**config.mk**
```make
export PLATFORM = sky130hd
export DESIGN_NAME = cmp_timer_unit
export DESIGN_NICKNAME = d
export VERILOG_FILES = /design/src/rtl/ctu_pkg.sv /design/src/rtl/ctu_timebase.sv /design/src/rtl/ctu_channel.sv /design/src/rtl/cmp_timer_unit.sv
export SDC_FILE = /design/constraint.sdc
export NUM_CORES = 1
export LEC_CHECK = 0
export BUFFER_PORTS_ARGS = -buffer_cell sky130_fd_sc_hd__buf_2
export CELL_PAD_IN_SITES_DETAIL_PLACEMENT = 0
export CELL_PAD_IN_SITES_GLOBAL_PLACEMENT = 1
export CORE_MARGIN = 3
export CORE_UTILIZATION = 50
export CTS_BUF_LIST = sky130_fd_sc_hd__clkbuf_4 sky130_fd_sc_hd__clkbuf_8
export CTS_CLUSTER_DIAMETER = 200
export CTS_CLUSTER_SIZE = 40
export DETAILED_ROUTE_END_ITERATION = 6
export PLACE_DENSITY_LB_ADDON = 0.1
export SKIP_LAST_GASP = 1
export SLEW_MARGIN = 5
export SYNTH_ARGS = -nofsm -noshare
export SYNTH_HDL_FRONTEND = slang
export SYNTH_SLANG_ARGS = --single-unit
```
**constraint.sdc**
```tcl
create_clock -name clk -period 5.1 [get_ports clk]
set_input_delay 0.255 -clock clk [delete_from_list [all_inputs] [get_ports clk]]
set_output_delay 0.255 -clock clk [all_outputs]
set_load 0.01 [all_outputs]
```
**src/rtl/ctu_pkg.sv**
```systemverilog
package ctu_pkg;
  localparam logic [7:0] OFS_TBASE  = 8'h00;
  localparam logic [7:0] OFS_OUT_EN = 8'h10;
  localparam logic [7:0] OFS_OUT_LV = 8'h14;
  localparam logic [7:0] OFS_IRQ_MK = 8'h18;
  localparam logic [7:0] OFS_ST_SET = 8'h1C;
  localparam logic [7:0] OFS_ST_CLR = 8'h20;
  localparam logic [7:0] OFS_IRQ_EN = 8'h24;
  localparam logic [7:0] OFS_CMP    = 8'h80;
  localparam logic [7:0] OFS_MSK    = 8'hC0;
  localparam int         MID_TOP    = 15;
  localparam logic [2:0] WORD_BYTES = 3'd4;
endpackage

```
**src/rtl/ctu_timebase.sv**
```systemverilog
module ctu_timebase #(
  parameter int DW = 32
) (
  input  logic          clk,
  input  logic          rst,
  input  logic          load,
  input  logic [DW-1:0] load_val,
  output logic [DW-1:0] count
);
  always_ff @(posedge clk) begin
    if (rst)       count <= '0;
    else if (load) count <= load_val;
    else           count <= count + DW'(1);
  end
endmodule

```
**src/rtl/ctu_channel.sv**
```systemverilog
module ctu_channel #(
  parameter int DW = 32
) (
  input  logic          clk,
  input  logic          rst,
  input  logic [DW-1:0] tbase,
  input  logic [DW-1:0] cmp_val,
  input  logic [DW-1:0] cmp_msk,
  input  logic          out_en,
  input  logic          out_lv,
  output logic          event_o,
  output logic          pin_o
);
  logic hit;
  logic hit_q;

  assign hit     = ((tbase ^ cmp_val) & cmp_msk) == '0;
  assign event_o = hit && !hit_q;

  // hit_q starts at 1 so a match that persists from reset is not an edge
  always_ff @(posedge clk) begin
    if (rst) begin
      hit_q <= 1'b1;
      pin_o <= 1'b0;
    end else begin
      hit_q <= hit;
      if (out_en) pin_o <= hit ? out_lv : !out_lv;
    end
  end
endmodule

```
**src/rtl/cmp_timer_unit.sv**
```systemverilog
module cmp_timer_unit
  import ctu_pkg::*;
#(
  parameter int NCH = 5,
  parameter int DW  = 32,
  parameter int AW  = 8
) (
  input  logic           clk,
  input  logic           rst,
  input  logic           req_valid,
  input  logic           req_write,
  input  logic [AW-1:0]  req_addr,
  input  logic [2:0]     req_bytes,
  input  logic [DW-1:0]  req_wdata,
  output logic [DW-1:0]  rd_data,
  output logic [NCH-1:0] pin_out,
  output logic [NCH-1:0] irq_out
);
  localparam int HI_LSB  = DW - NCH;
  localparam int MID_LSB = MID_TOP + 1 - NCH;
  localparam logic [DW-1:0] FIELD    = DW'((1 << NCH) - 1);
  localparam logic [DW-1:0] HI_MASK  = FIELD << HI_LSB;
  localparam logic [DW-1:0] MID_MASK = FIELD << MID_LSB;

  function automatic logic at(input logic [AW-1:0] a, input logic [7:0] ofs);
    return a == AW'(ofs);
  endfunction

  logic          acc, wr, rd;
  logic          tb_ld;
  logic [DW-1:0] tb_q;
  logic [DW-1:0] oe_q, ol_q, im_q, ie_q, st_q;
  logic [DW-1:0] st_d, im_d, set_v, clr_v, hw_mid, rd_mux;
  logic [DW-1:0] cmp_q [NCH];
  logic [DW-1:0] msk_q [NCH];
  logic [NCH-1:0] oe_ch, ol_ch, ev, irq_d;

  assign acc   = req_valid && (req_bytes == WORD_BYTES) && (req_addr[1:0] == 2'b00);
  assign wr    = acc && req_write;
  assign rd    = acc && !req_write;
  assign tb_ld = wr && at(req_addr, OFS_TBASE);

  ctu_timebase #(.DW(DW)) u_tb (
    .clk(clk), .rst(rst), .load(tb_ld), .load_val(req_wdata), .count(tb_q)
  );

  for (genvar i = 0; i < NCH; i++) begin : g_ch
    logic sel_cmp, sel_msk;
    assign sel_cmp  = wr && (req_addr == AW'(OFS_CMP) + AW'(4 * i));
    assign sel_msk  = wr && (req_addr == AW'(OFS_MSK) + AW'(4 * i));
    assign oe_ch[i] = oe_q[DW-1-i];
    assign ol_ch[i] = ol_q[DW-1-i];

    always_ff @(posedge clk) begin
      if (rst) begin
        cmp_q[i] <= '0;
        msk_q[i] <= '0;
      end else begin
        if (sel_cmp) cmp_q[i] <= req_wdata & HI_MASK;
        if (sel_msk) msk_q[i] <= req_wdata & HI_MASK;
      end
    end

    ctu_channel #(.DW(DW)) u_ch (
      .clk(clk), .rst(rst), .tbase(tb_q), .cmp_val(cmp_q[i]), .cmp_msk(msk_q[i]),
      .out_en(oe_ch[i]), .out_lv(ol_ch[i]), .event_o(ev[i]), .pin_o(pin_out[i])
    );

    assign irq_d[i] = st_d[MID_TOP-i] && im_d[MID_TOP-i];
  end

  always_comb begin
    hw_mid = '0;
    for (int i = 0; i < NCH; i++) hw_mid[MID_TOP-i] = ev[i];
  end

  assign set_v = (wr && at(req_addr, OFS_ST_SET)) ? (req_wdata & MID_MASK) : '0;
  assign clr_v = (wr && at(req_addr, OFS_ST_CLR)) ? (req_wdata & MID_MASK) : '0;
  assign st_d  = (st_q & ~clr_v) | set_v | hw_mid;
  assign im_d  = (wr && at(req_addr, OFS_IRQ_MK)) ? (req_wdata & MID_MASK) : im_q;

  always_ff @(posedge clk) begin
    if (rst) begin
      oe_q    <= '0;
      ol_q    <= '0;
      im_q    <= '0;
      ie_q    <= '0;
      st_q    <= '0;
      irq_out <= '0;
    end else begin
      if (wr && at(req_addr, OFS_OUT_EN)) oe_q <= req_wdata & HI_MASK;
      if (wr && at(req_addr, OFS_OUT_LV)) ol_q <= req_wdata & HI_MASK;
      if (wr && at(req_addr, OFS_IRQ_EN)) ie_q <= req_wdata & MID_MASK;
      im_q    <= im_d;
      st_q    <= st_d;
      irq_out <= irq_d;
    end
  end

  always_comb begin
    rd_mux = '1;
    if (at(req_addr, OFS_TBASE))  rd_mux = tb_q;
    if (at(req_addr, OFS_OUT_EN)) rd_mux = oe_q;
    if (at(req_addr, OFS_OUT_LV)) rd_mux = ol_q;
    if (at(req_addr, OFS_IRQ_MK)) rd_mux = im_q;
    if (at(req_addr, OFS_ST_SET) || at(req_addr, OFS_ST_CLR)) rd_mux = st_q;
    if (at(req_addr, OFS_IRQ_EN)) rd_mux = ie_q;
    for (int i = 0; i < NCH; i++) begin
      if (req_addr == AW'(OFS_CMP) + AW'(4 * i)) rd_mux = cmp_q[i];
      if (req_addr == AW'(OFS_MSK) + AW'(4 * i)) rd_mux = msk_q[i];
    end
  end

  always_ff @(posedge clk) begin
    if (rst)                   rd_data <= '0;
    else if (rd)               rd_data <= rd_mux;
    else if (req_valid && !req_write && !acc) rd_data <= '1;
  end
endmodule

```
==> results.json <==
{
  "cts_buffers": 17,
  "postCtsSetupRepairBufs": 0,
  "cp.arrival_ns": 2.85,
  "avgSynthCellArea_um2": 9.821,
  "synth_area_um2": 7807,
  "initial_core_util_pct": 51.17,
  "finalWeightedCongestion": 0.8873,
  "grt_usage_pct": 25.92,
  "placed_cell_area_um2": 8225,
  "num_rows": 45,
  "grt_pass1_wl_mm": 33.92,
  "clk_latency_ns": 0.46,
  "end_kind": "flop",
  "p_comb_share_pct": 8.8,
  "num-nets-final": 892,
  "maxSlewHeadroom_pct": 22.35,
  "root_buffer": "clkbuf_8",
  "core_region_area_um2": 15260,
  "clock.fmax_ghz": 0.4054,
  "drtAntennaViolNets": 0,
  "clkTransAtPathRegs_ns": 0.09,
  "p_int_mw": 1.888,
  "dp_hpwl_mm": 15.46,
  "synth_cell_types": 72,
  "cap_viol_max_count": 0,
  "setup_tns_ns": 0,
  "fillCellCount": 1374,
  "pin_count": 89,
  "avgViaCountPerCell": 6.062,
  "synth_nets": 843,
  "slowest_stage": "a222oi_1",
  "design_area_um2": 8637,
  "portBuffers": 88,
  "grt_overflow": 0,
  "yosys_warnings": 0,
  "finalCritPeriodShare_pct": 48.37,
  "area_delta_synth_final_pct": 10.62,
  "p_switching_mw": 0.6485,
  "start_kind": "flop",
  "ys_seq_area_share_pct": 45.90,
  "path_class": "reg2reg",
  "drc": 0,
  "irDropWorstVdd_mv": 0.2177,
  "clkPwrFrac_pct": 38.4,
  "ys_ff_latch": 154,
  "p_leak_nw": 3.121,
  "cts-resized-gates": 0,
  "hold_buffers": 0,
  "cts.sinks": 154,
  "instances_no_fill": 1068,
  "drive_gt1_share_pct": 21.47,
  "antenna_found_initial": 0,
  "grt_pass1_vias": 6180,
  "pwr-share-seq_pct": 52.8,
  "layout_min_cycle_time_ns": 2.467,
  "crit_fanout": 7,
  "cts_tree": "yes",
  "worstMarginPinSlew_ns": 1.161,
  "die_w_um": 131.0,
  "vias": 6474,
  "slowest_delay_ns": 0.96,
  "routed_wl_mm": 22.08,
  "switching_share_pct": 25.56,
  "synth_enable_flop_cells": 50,
  "setup_viol": 0,
  "die-area_um2": 17150,
  "final_hold_viol_count": 0,
  "path_cells": "xor2_1 -> a222oi_1 -> and3b_1 -> a211oi_1 -> nor3_1",
  "hp-class": "in2reg",
  "synth_top_flop_cell": "dfxtp_1",
  "async_flop_share_pct": 0,
  "power_density_nw_per_um2": 293.7,
  "maxSlewViolCount": 0,
  "num_antenna_cells": 0,
  "wl_per_cell_um": 20.67,
  "cp_data_required_time_ns": 5.48,
  "cts.path.max_buffers": 2,
  "grt_max_degree": 64,
  "htree_levels": 4,
  "status": "complete, no violations",
  "fin_worst_skew_ns": 0.01215,
  "dpl.cell_count": 1036,
  "drt_iter0_markers": 598,
  "chipHeight_um": 131.0,
  "rsz0062_at_grt": "no",
  "first_pass_iters": 7,
  "syn_inst": 795
}
flip-flops by register name, summed over array words and instances, names as in the netlist:
signal / flops
irq_out: 5
u_tb.count: 32
ie_q: 5
g_ch.u_ch.pin_o: 5
g_ch.u_ch.hit_q: 5
oe_q: 5
st_q: 5
cmp_q: 25
im_q: 5
ol_q: 5
rd_data: 32
msk_q: 25
cells by family after synthesis:
family,synth area share (%)
AND/OR/NAND/NOR,19.87
AO/OA/AOI/OAI,19.71
flip-flops,45.90
buffers and inverters,4.471
XOR/XNOR,6.170
multiplexers,3.718
adder cells (fa/ha/maj),0.1602
power by group through the flow:
stage | Clock [mW] | Sequential [mW] | Combinational, mW
2_1_floorplan | 0 | 1.36 | 0.135
3_3_place_gp | 0 | 1.36 | 0.217
3_5_place_dp | 0 | 1.37 | 0.220
4_1_cts | 0.993 | 1.34 | 0.222
5_1_grt | 1.05 | 1.34 | 0.242
6_report | 0.975 | 1.34 | 0.224
critical path: cells and delay by family, from the launching register on:
family	cells	cell delay, ns
xor+xnor	1	0.14
simple gates	2	0.50
compound gates	2	1.03
flops	1	0.71
metal layers:
layer / share of wire, % / track usage, % / up-vias
li1: - / - / 3062
met1: 42 / 32.75 / 3107
met2: 48 / 42.32 / 260
met3: 7.1 / 6.992 / 45
met4: 3.0 / 10.16 / 0
met5: 0 / 0 / -
layout by cell type, fill, tap and decap left out, types with 7 or more instances in the layout:
master and n:
a211oi_1 47, a21oi_1 29, a22oi_1 10, and3_1 14, buf_2 88, clkbuf_8 17, dfxtp_1 104, edfxtp_1 50
inv_1 9, mux2i_1 20, nand2_1 31, nand2b_1 12, nand3_1 15, nor2_1 114, nor2b_1 13, nor3_1 23
o21ai_0 21, o21bai_1 8, o221a_2 26, o22ai_1 10, o32ai_1 7, xnor2_1 25, xor2_1 30
synth_stat cells, drive strengths merged, types with 5 or more instances:
master    n  area [µm²]
nor2    118       452.9
dfxtp   104        2082
edfxtp   50        1501
a211oi   48       365.3
buf      36       217.7
nand2    32       122.6
xor2     30       262.8
a21oi    29       145.1
o221a    28       315.3
nor3     27       173.9
clkbuf   25       93.84
xnor2    25       219.0
o21ai    22       110.1
mux2i    20       200.2
nand3    16       85.08
and3     14       87.58
nor2b    14       87.58
nand2b   12       75.07
a22oi    10       75.07
o22ai    10       62.56
inv       8       30.03
o21bai    8       60.06
o32ai     7       61.31
a21o      6       45.04
a31oi     6       37.54
and2      6       37.54
mux2      6       67.56
nand4     6       67.56
nor4      6       52.55
a222oi    5       50.05
and3b     5       43.79
and4      5       43.79
cell type report:
class | instances | area [µm²] | share of cell area [%]
clock buffers | 18 | 241.5 | 2.796
inverters | 10 | 37.54 | 0.4346
flip-flops and latches | 154 | 3583 | 41.49
clock inverters | 14 | 170.2 | 1.970
repair buffers | 91 | 462.9 | 5.360
multi-input cells | 570 | 3877 | 44.89
well taps | 211 | 264.0 | 3.057
stage by stage:
step	hold slack (ns)	total power [mW]	utilization (%)	worst slack [ns]
2_1_floorplan	0.3910	1.499	-	3.124
6_report	0.04296	2.537	56.61	2.633
3_5_place_dp	0.4532	1.587	53.91	2.276
4_1_cts	0.01165	2.552	56.61	2.741
3_3_place_gp	0.4541	1.582	53.91	2.245
5_1_grt	0.04353	2.637	56.61	2.601
worst paths after layout:
kind	startpoint	to	slack (ns)	cells past startpoint
worst max-delay path	u_tb.count[31]	irq_out[3]	2.63	5
worst min-delay path	req_wdata[1]	u_tb.count[1]	0.04	3
worst max register to register	u_tb.count[31]	irq_out[3]	2.63	5
worst min register to register	g_ch[3].u_ch.pin_o	g_ch[3].u_ch.pin_o	0.47	2
(Power assumes the default switching activity.)
